**src/rtl/svm_seq_pkg.sv**
```systemverilog
package svm_seq_pkg;

    localparam int NUM_PHASES = 3;
    localparam int NUM_VECS   = 4;
    localparam int NUM_EDGES  = NUM_VECS - 1;

    // Encoding order matters: the forward-only check compares these values.
    typedef enum logic [2:0] {
        ST_IDLE = 3'd0,
        ST_V0   = 3'd1,
        ST_V1   = 3'd2,
        ST_V2   = 3'd3,
        ST_V3   = 3'd4
    } seq_state_e;

endpackage

```
**src/rtl/svm_period_timer.sv**
```systemverilog
module svm_period_timer #(
    parameter int CNT_W = 16
) (
    input  logic             clk,
    input  logic             rst_n,
    input  logic [CNT_W-1:0] period_cycles,
    output logic [CNT_W-1:0] count,
    output logic             wrap,
    output logic             start
);

    logic [CNT_W-1:0] per_q;
    logic [CNT_W:0]   count_inc;

    assign count_inc = {1'b0, count} + (CNT_W+1)'(1);
    // Last cycle of the period; a latched length of 0 behaves like 1.
    assign wrap      = (count_inc >= {1'b0, per_q});

    always_ff @(posedge clk or negedge rst_n) begin
        if (!rst_n) begin
            count <= '0;
            per_q <= '0;
            start <= 1'b0;
        end else if (wrap) begin
            count <= '0;
            per_q <= period_cycles;
            start <= 1'b1;
        end else begin
            count <= count_inc[CNT_W-1:0];
            start <= 1'b0;
        end
    end

    assert_count_in_period_R2: assert property (@(posedge clk) disable iff (!rst_n)
        (per_q != '0) |-> (count < per_q));

    assert_strobe_at_zero_R2: assert property (@(posedge clk) disable iff (!rst_n)
        start |-> (count == '0));

endmodule

```
**src/rtl/svm_threshold_calc.sv**
```systemverilog
module svm_threshold_calc
    import svm_seq_pkg::*;
#(
    parameter int DUTY_W = 12,
    parameter int CNT_W  = 16
) (
    input  logic [NUM_EDGES-1:0][DUTY_W-1:0] duty,
    input  logic [CNT_W-1:0]                 period,
    output logic [NUM_EDGES-1:0][CNT_W-1:0]  thr
);

    localparam int SUM_W  = DUTY_W + 2;
    localparam int PROD_W = SUM_W + CNT_W;
    localparam logic [SUM_W-1:0]  FULL = SUM_W'(1) << DUTY_W;
    localparam logic [PROD_W-1:0] HALF = PROD_W'(1) << (DUTY_W - 1);

    logic [SUM_W-1:0]  cum  [NUM_EDGES];
    logic [SUM_W-1:0]  sat  [NUM_EDGES];
    logic [PROD_W-1:0] prod [NUM_EDGES];

    always_comb begin
        for (int k = 0; k < NUM_EDGES; k++) begin
            if (k == 0) cum[k] = SUM_W'(duty[k]);
            else        cum[k] = cum[k-1] + SUM_W'(duty[k]);
            sat[k]  = (cum[k] > FULL) ? FULL : cum[k];
            prod[k] = PROD_W'(sat[k]) * PROD_W'(period) + HALF;
            thr[k]  = prod[k][DUTY_W +: CNT_W];
        end
    end

endmodule

```
**src/rtl/svm_state_sequencer.sv**
```systemverilog
module svm_state_sequencer
    import svm_seq_pkg::*;
#(
    parameter int LVL_W  = 3,
    parameter int DUTY_W = 12,
    parameter int CNT_W  = 16
) (
    input  logic                 clk,
    input  logic                 rst_n,
    input  logic [CNT_W-1:0]     period_cycles,
    input  logic                 load,
    input  logic [3*LVL_W-1:0]   vec0,
    input  logic [3*LVL_W-1:0]   vec1,
    input  logic [3*LVL_W-1:0]   vec2,
    input  logic [3*LVL_W-1:0]   vec3,
    input  logic [DUTY_W-1:0]    duty0,
    input  logic [DUTY_W-1:0]    duty1,
    input  logic [DUTY_W-1:0]    duty2,
    output logic [LVL_W-1:0]     lvl_a,
    output logic [LVL_W-1:0]     lvl_b,
    output logic [LVL_W-1:0]     lvl_c,
    output logic                 period_start
);

    localparam int VEC_W = NUM_PHASES * LVL_W;

    logic [VEC_W-1:0]                  pend_vec [NUM_VECS];
    logic [VEC_W-1:0]                  act_vec  [NUM_VECS];
    logic [NUM_EDGES-1:0][DUTY_W-1:0]  pend_duty, act_duty, src_duty;
    logic [NUM_EDGES-1:0][CNT_W-1:0]   nxt_thr, thr_q;
    logic                              pend_ok, running;
    logic [CNT_W-1:0]                  count;
    logic                              wrap;
    logic [VEC_W-1:0]                  sel_vec;
    seq_state_e                        state_q, state_d;

    svm_period_timer #(.CNT_W(CNT_W)) u_timer (
        .clk          (clk),
        .rst_n        (rst_n),
        .period_cycles(period_cycles),
        .count        (count),
        .wrap         (wrap),
        .start        (period_start)
    );

    // Thresholds for the coming period: from the waiting set, else from the active set.
    assign src_duty = pend_ok ? pend_duty : act_duty;

    svm_threshold_calc #(.DUTY_W(DUTY_W), .CNT_W(CNT_W)) u_thr (
        .duty  (src_duty),
        .period(period_cycles),
        .thr   (nxt_thr)
    );

    function automatic seq_state_e pick(input logic [CNT_W-1:0] c,
                                        input logic [NUM_EDGES-1:0][CNT_W-1:0] t);
        if (c < t[0])      return ST_V0;
        else if (c < t[1]) return ST_V1;
        else if (c < t[2]) return ST_V2;
        return ST_V3;
    endfunction

    // Shadow buffer: written on load at any time.
    always_ff @(posedge clk or negedge rst_n) begin
        if (!rst_n) begin
            for (int i = 0; i < NUM_VECS; i++) pend_vec[i] <= '0;
            pend_duty <= '0;
            pend_ok   <= 1'b0;
        end else begin
            if (load) begin
                pend_vec[0] <= vec0;
                pend_vec[1] <= vec1;
                pend_vec[2] <= vec2;
                pend_vec[3] <= vec3;
                pend_duty   <= {duty2, duty1, duty0};
            end
            if (load)      pend_ok <= 1'b1;
            else if (wrap) pend_ok <= 1'b0;
        end
    end

    // Active set: swapped only at the wrap.
    always_ff @(posedge clk or negedge rst_n) begin
        if (!rst_n) begin
            for (int i = 0; i < NUM_VECS; i++) act_vec[i] <= '0;
            act_duty <= '0;
            thr_q    <= '0;
            running  <= 1'b0;
        end else if (wrap) begin
            if (pend_ok) begin
                for (int i = 0; i < NUM_VECS; i++) act_vec[i] <= pend_vec[i];
                act_duty <= pend_duty;
                running  <= 1'b1;
            end
            if (pend_ok || running) thr_q <= nxt_thr;
        end
    end

    always_comb begin
        state_d = ST_IDLE;
        if (wrap) begin
            if (pend_ok || running) state_d = pick('0, nxt_thr);
        end else if (running) begin
            state_d = pick(count + CNT_W'(1), thr_q);
        end
    end

    always_ff @(posedge clk or negedge rst_n) begin
        if (!rst_n) state_q <= ST_IDLE;
        else        state_q <= state_d;
    end

    always_comb begin
        unique case (state_q)
            ST_IDLE: sel_vec = '0;
            ST_V0:   sel_vec = act_vec[0];
            ST_V1:   sel_vec = act_vec[1];
            ST_V2:   sel_vec = act_vec[2];
            ST_V3:   sel_vec = act_vec[3];
            default: sel_vec = '0;
        endcase
        lvl_a = sel_vec[LVL_W-1:0];
        lvl_b = sel_vec[2*LVL_W-1:LVL_W];
        lvl_c = sel_vec[VEC_W-1:2*LVL_W];
    end

    assert_idle_until_latched_R1: assert property (@(posedge clk) disable iff (!rst_n)
        !running |-> (state_q == ST_IDLE));

    assert_leave_idle_at_boundary_R7: assert property (@(posedge clk) disable iff (!rst_n)
        ($past(state_q) == ST_IDLE && state_q != ST_IDLE) |-> period_start);

    assert_thresholds_ordered_R5: assert property (@(posedge clk) disable iff (!rst_n)
        running |-> (thr_q[0] <= thr_q[1] && thr_q[1] <= thr_q[2]));

    assert_forward_only_R9: assert property (@(posedge clk) disable iff (!rst_n)
        (!period_start && $past(state_q) != ST_IDLE) |-> (state_q >= $past(state_q)));

endmodule

```
**config.mk**
```make
export PLATFORM = sky130hd
export DESIGN_NAME = svm_state_sequencer
export DESIGN_NICKNAME = d
export VERILOG_FILES = /design/src/rtl/svm_seq_pkg.sv /design/src/rtl/svm_period_timer.sv /design/src/rtl/svm_threshold_calc.sv /design/src/rtl/svm_state_sequencer.sv
export SDC_FILE = /design/constraint.sdc
export NUM_CORES = 2
export LEC_CHECK = 0
export ABC_AREA = 0
export BUFFER_PORTS_ARGS = -buffer_cell sky130_fd_sc_hd__clkbuf_2
export CORE_AREA = 2 2 458 278
export DETAILED_ROUTE_END_ITERATION = 10
export DIE_AREA = 0 0 460 280
export SYNTH_ARGS = -nofsm -noshare
export SYNTH_HDL_FRONTEND = slang
export SYNTH_SLANG_ARGS = --single-unit
```
**constraint.sdc**
```tcl
create_clock -name clk -period 14.6 [get_ports clk]
set_input_delay 1.46 -clock clk [delete_from_list [all_inputs] [get_ports clk]]
set_output_delay 1.46 -clock clk [all_outputs]
set_load 0.05 [all_outputs]
```
==> metrics.csv <==
stage;metric;value;unit
worst_setup_path;crit_path_max_fanout;22;
sta;drv_slew;0;
clocking;cts_tree;yes;
logic_synthesis;yosysMostFrequentCell;inv_1;
worst_setup_path;rrSetupSlack;0.94;ns
floorplan;initial_core_util;26.8;%
worst_setup_path;worstPathArrival;14.04;ns
worst_setup_path;worst_path_most_repeated_cell;ha_1;
global_routing;first_global_vias;25905;
sta;min_period_over_period;93.6;%
logic_synthesis;synth.area.top_cells;fa_1 (27%), dfrtp_1 (17%), ha_1 (14%);
worst_setup_path;critPathMaxStageDelay;0.96;ns
worst_setup_path;crit_end;state_q[1];
worst_setup_path;rr_startpoint;pend_ok;
global_routing;grt_overflow_total;0;
global_routing;grt_start_max_net_pins;106;
global_routing;antenna_found_initial;7;
sta;tightest_slew;1.29;ns
worst_setup_path;r2r_end;state_q[1];
status;status;finished clean;
clocking;cts_buffer_depth;3;
route;drtPass1Iterations;5;
route;vias;25099;
clocking;htree_levels;1;
placement;gp_congestion;0.920;
worst_setup_path;r2r_cells;40;
flow_run;cap_violations;0;
route;drcViolationCount;0;
floorplan;die_h;280;um
final_layout;drive_above_1_share;11.1;%
sta;max_freq;73.2;MHz
final_layout;syn_to_final_growth;9.61;%
route;wl_per_cell;18.9;um
worst_setup_path;worst_setup_path_start_kind;flop;
logic_synthesis;synth.cell_area;33500;um^2
final_layout;multi_input_area;24800;um^2
clocking;cts-root-buf;clkbuf_16;
final_layout;fillCellCount;13143;
clocking;clk_latency;0.54;ns
floorplan;die_w;460;um
sta;fin_tns_setup;0;ns
logic_synthesis;synth-main-ff-cell;dfrtp_1;
route;detail_route.iter0.violations;1877;
global_routing;grt_usage;15.7;%
sta;max-slew-margin-rel;13.4;%
sta;finClkSkew;0.0214;ns
worst_setup_path;cp-end-kind;flop;
logic_synthesis;yosys_warnings;0;
logic_synthesis;postSynthCellCount;3582;
logic_synthesis;yosysTopAreaCell;fa_1;
floorplan;dieArea;129000;um^2
logic_synthesis;syn_avg_cell_area;9.34;um^2
logic_synthesis;synth_common_cells;inv_1 (620), fa_1 (458), nand2_1 (414);
final_layout;nets;4526;
sta;finalSetupViolCount;0;
logic_synthesis;synth_top_area_share;27.4;%
global_routing;grt_pass1_wl;157;mm
route;vias_per_cell;4.76;
logic_synthesis;synth-seq-cells;230;
final_layout;regArea;5760;um^2
route;wl;99.5;mm
logic_synthesis;synth_cell_types;81;
worst_setup_path;slowest_stage;nor2b_1;
logic_synthesis;async_reset_ff_share;100;%
placement;hpwl;77.2;mm
floorplan;fp.coreArea;125000;um^2
floorplan;pin_count;101;
logic_synthesis;seq_area_frac_synth;17.2;%
clocking;cts_made_buffers;23;
clocking;clk_pin_slew;0.06;ns
worst_setup_path;startpoint;pend_ok;
sta;hold_viol_final;0;
route;ant_nets;0;
worst_setup_path;setup.worst_path.class;flop to flop;
floorplan;num_rows;101;
clocking;post_cts_buffers;0;
logic_synthesis;synth_edf_count;0;
worst_setup_path;critPathRequiredTime;14.98;ns
sta;period_needed;13.66;ns
placement;portBuffers;100;
clocking;post_cts_resized;0;
clocking;cts_hold_buf;0;
hold_path;hold_path.class;flop to flop;
clocking;cts_sinks;230;
sta;rsz0062_at_grt;no;
-- flip-flops by register name, indices dropped and copies added, names as in the netlist --
register	cells
act_duty	36
act_vec	36
pend_duty	36
pend_ok	1
pend_vec	36
running	1
state_q	3
thr_q	48
u_timer.count	16
u_timer.per_q	16
u_timer.start	1
-- worst max-delay path: cells and delay by family, from the launching register on --
family	cells	cell delay (ns)
simple gates	15	5.36
fa+ha+maj	9	3.26
compound gates	7	2.15
xor+xnor	3	0.81
flops	1	0.68
buf+inv	5	0.60
mux	1	0.57
-- worst min-delay path by stage --
stage	startpoint	to	cells after the start
after global placement	thr_q[16]	thr_q[16]	2
final	thr_q[3]	thr_q[3]	2
after global routing	thr_q[3]	thr_q[3]	2
after detailed placement	thr_q[32]	thr_q[32]	2
after floorplan	u_timer.per_q[0]	u_timer.per_q[0]	2
after CTS	thr_q[6]	thr_q[6]	2
-- layout make-up --
type                       instances  share of cell area [%]
tap                             1648                    5.62
antenna                            3                  0.0205
inverter                         621                    6.35
timing repair buffer             157                    2.57
clock inverter                     8                   0.211
multi-input combinational       2569                    67.6
clock buffer                      34                    1.90
sequential                       230                    15.7
-- cells by family (layout without fill, tap and decap cells) --
kind of cell,count (synthesis),in the layout,synth area share (%)
AND/OR/NAND/NOR,1022,1022,15.4
adder cells (fa/ha/maj),833,833,41.4
buffers and inverters,795,820,8.94
AO/OA/AOI/OAI,411,411,8.03
flip-flops,230,230,17.2
multiplexers,197,197,6.56
XOR/XNOR,92,92,2.45
other,2,17,0.0224
-- metrics by stage --
step,util (%),hold WS [ns],worst slack [ns],cells,instance area (um^2)
floorplan,-,0.443,2.10,3594,33500
global placement,28.7,0.466,1.17,5224,35900
detailed placement,28.7,0.471,0.938,5225,35900
CTS,29.3,0.486,0.885,5267,36700
global route,29.3,0.501,0.0879,5267,36700
finish,29.3,0.480,0.941,5270,36700
-- per-layer routing --
metal  share of wire (%)  track usage [%]  vias up  wire, um
li1                    -                -    11519         -
met1                  49             24.1    12627     48400
met2                  39             21.8      867     39000
met3                  10             4.42       84     10400
met4                 1.7             2.72        2      1690
met5              0.0080                0        -         8
-- layout by cell type (no fill, tap or decap), types with 16 or more instances in the layout --
| cell type | instances |
|---|---|
| nor3_1 | 30 |
| nand2_1 | 414 |
| nand3_1 | 40 |
| mux2_2 | 179 |
| and3_1 | 88 |
| a21o_1 | 50 |
| dfrtp_1 | 229 |
| mux2i_1 | 16 |
| buf_4 | 57 |
| inv_1 | 620 |
| o21ai_0 | 97 |
| nor2_1 | 79 |
| ha_1 | 375 |
| fa_1 | 458 |
| and2_1 | 224 |
| xnor2_1 | 59 |
| nand4_1 | 24 |
| nor2b_1 | 59 |
| xor2_1 | 32 |
| clkbuf_16 | 23 |
| o21a_1 | 20 |
| clkbuf_2 | 98 |
| a21oi_1 | 93 |
Power is left out: the tool's default activity adds up to more than one toggle a clock period on the data nets, which glitch-free logic cannot reach.
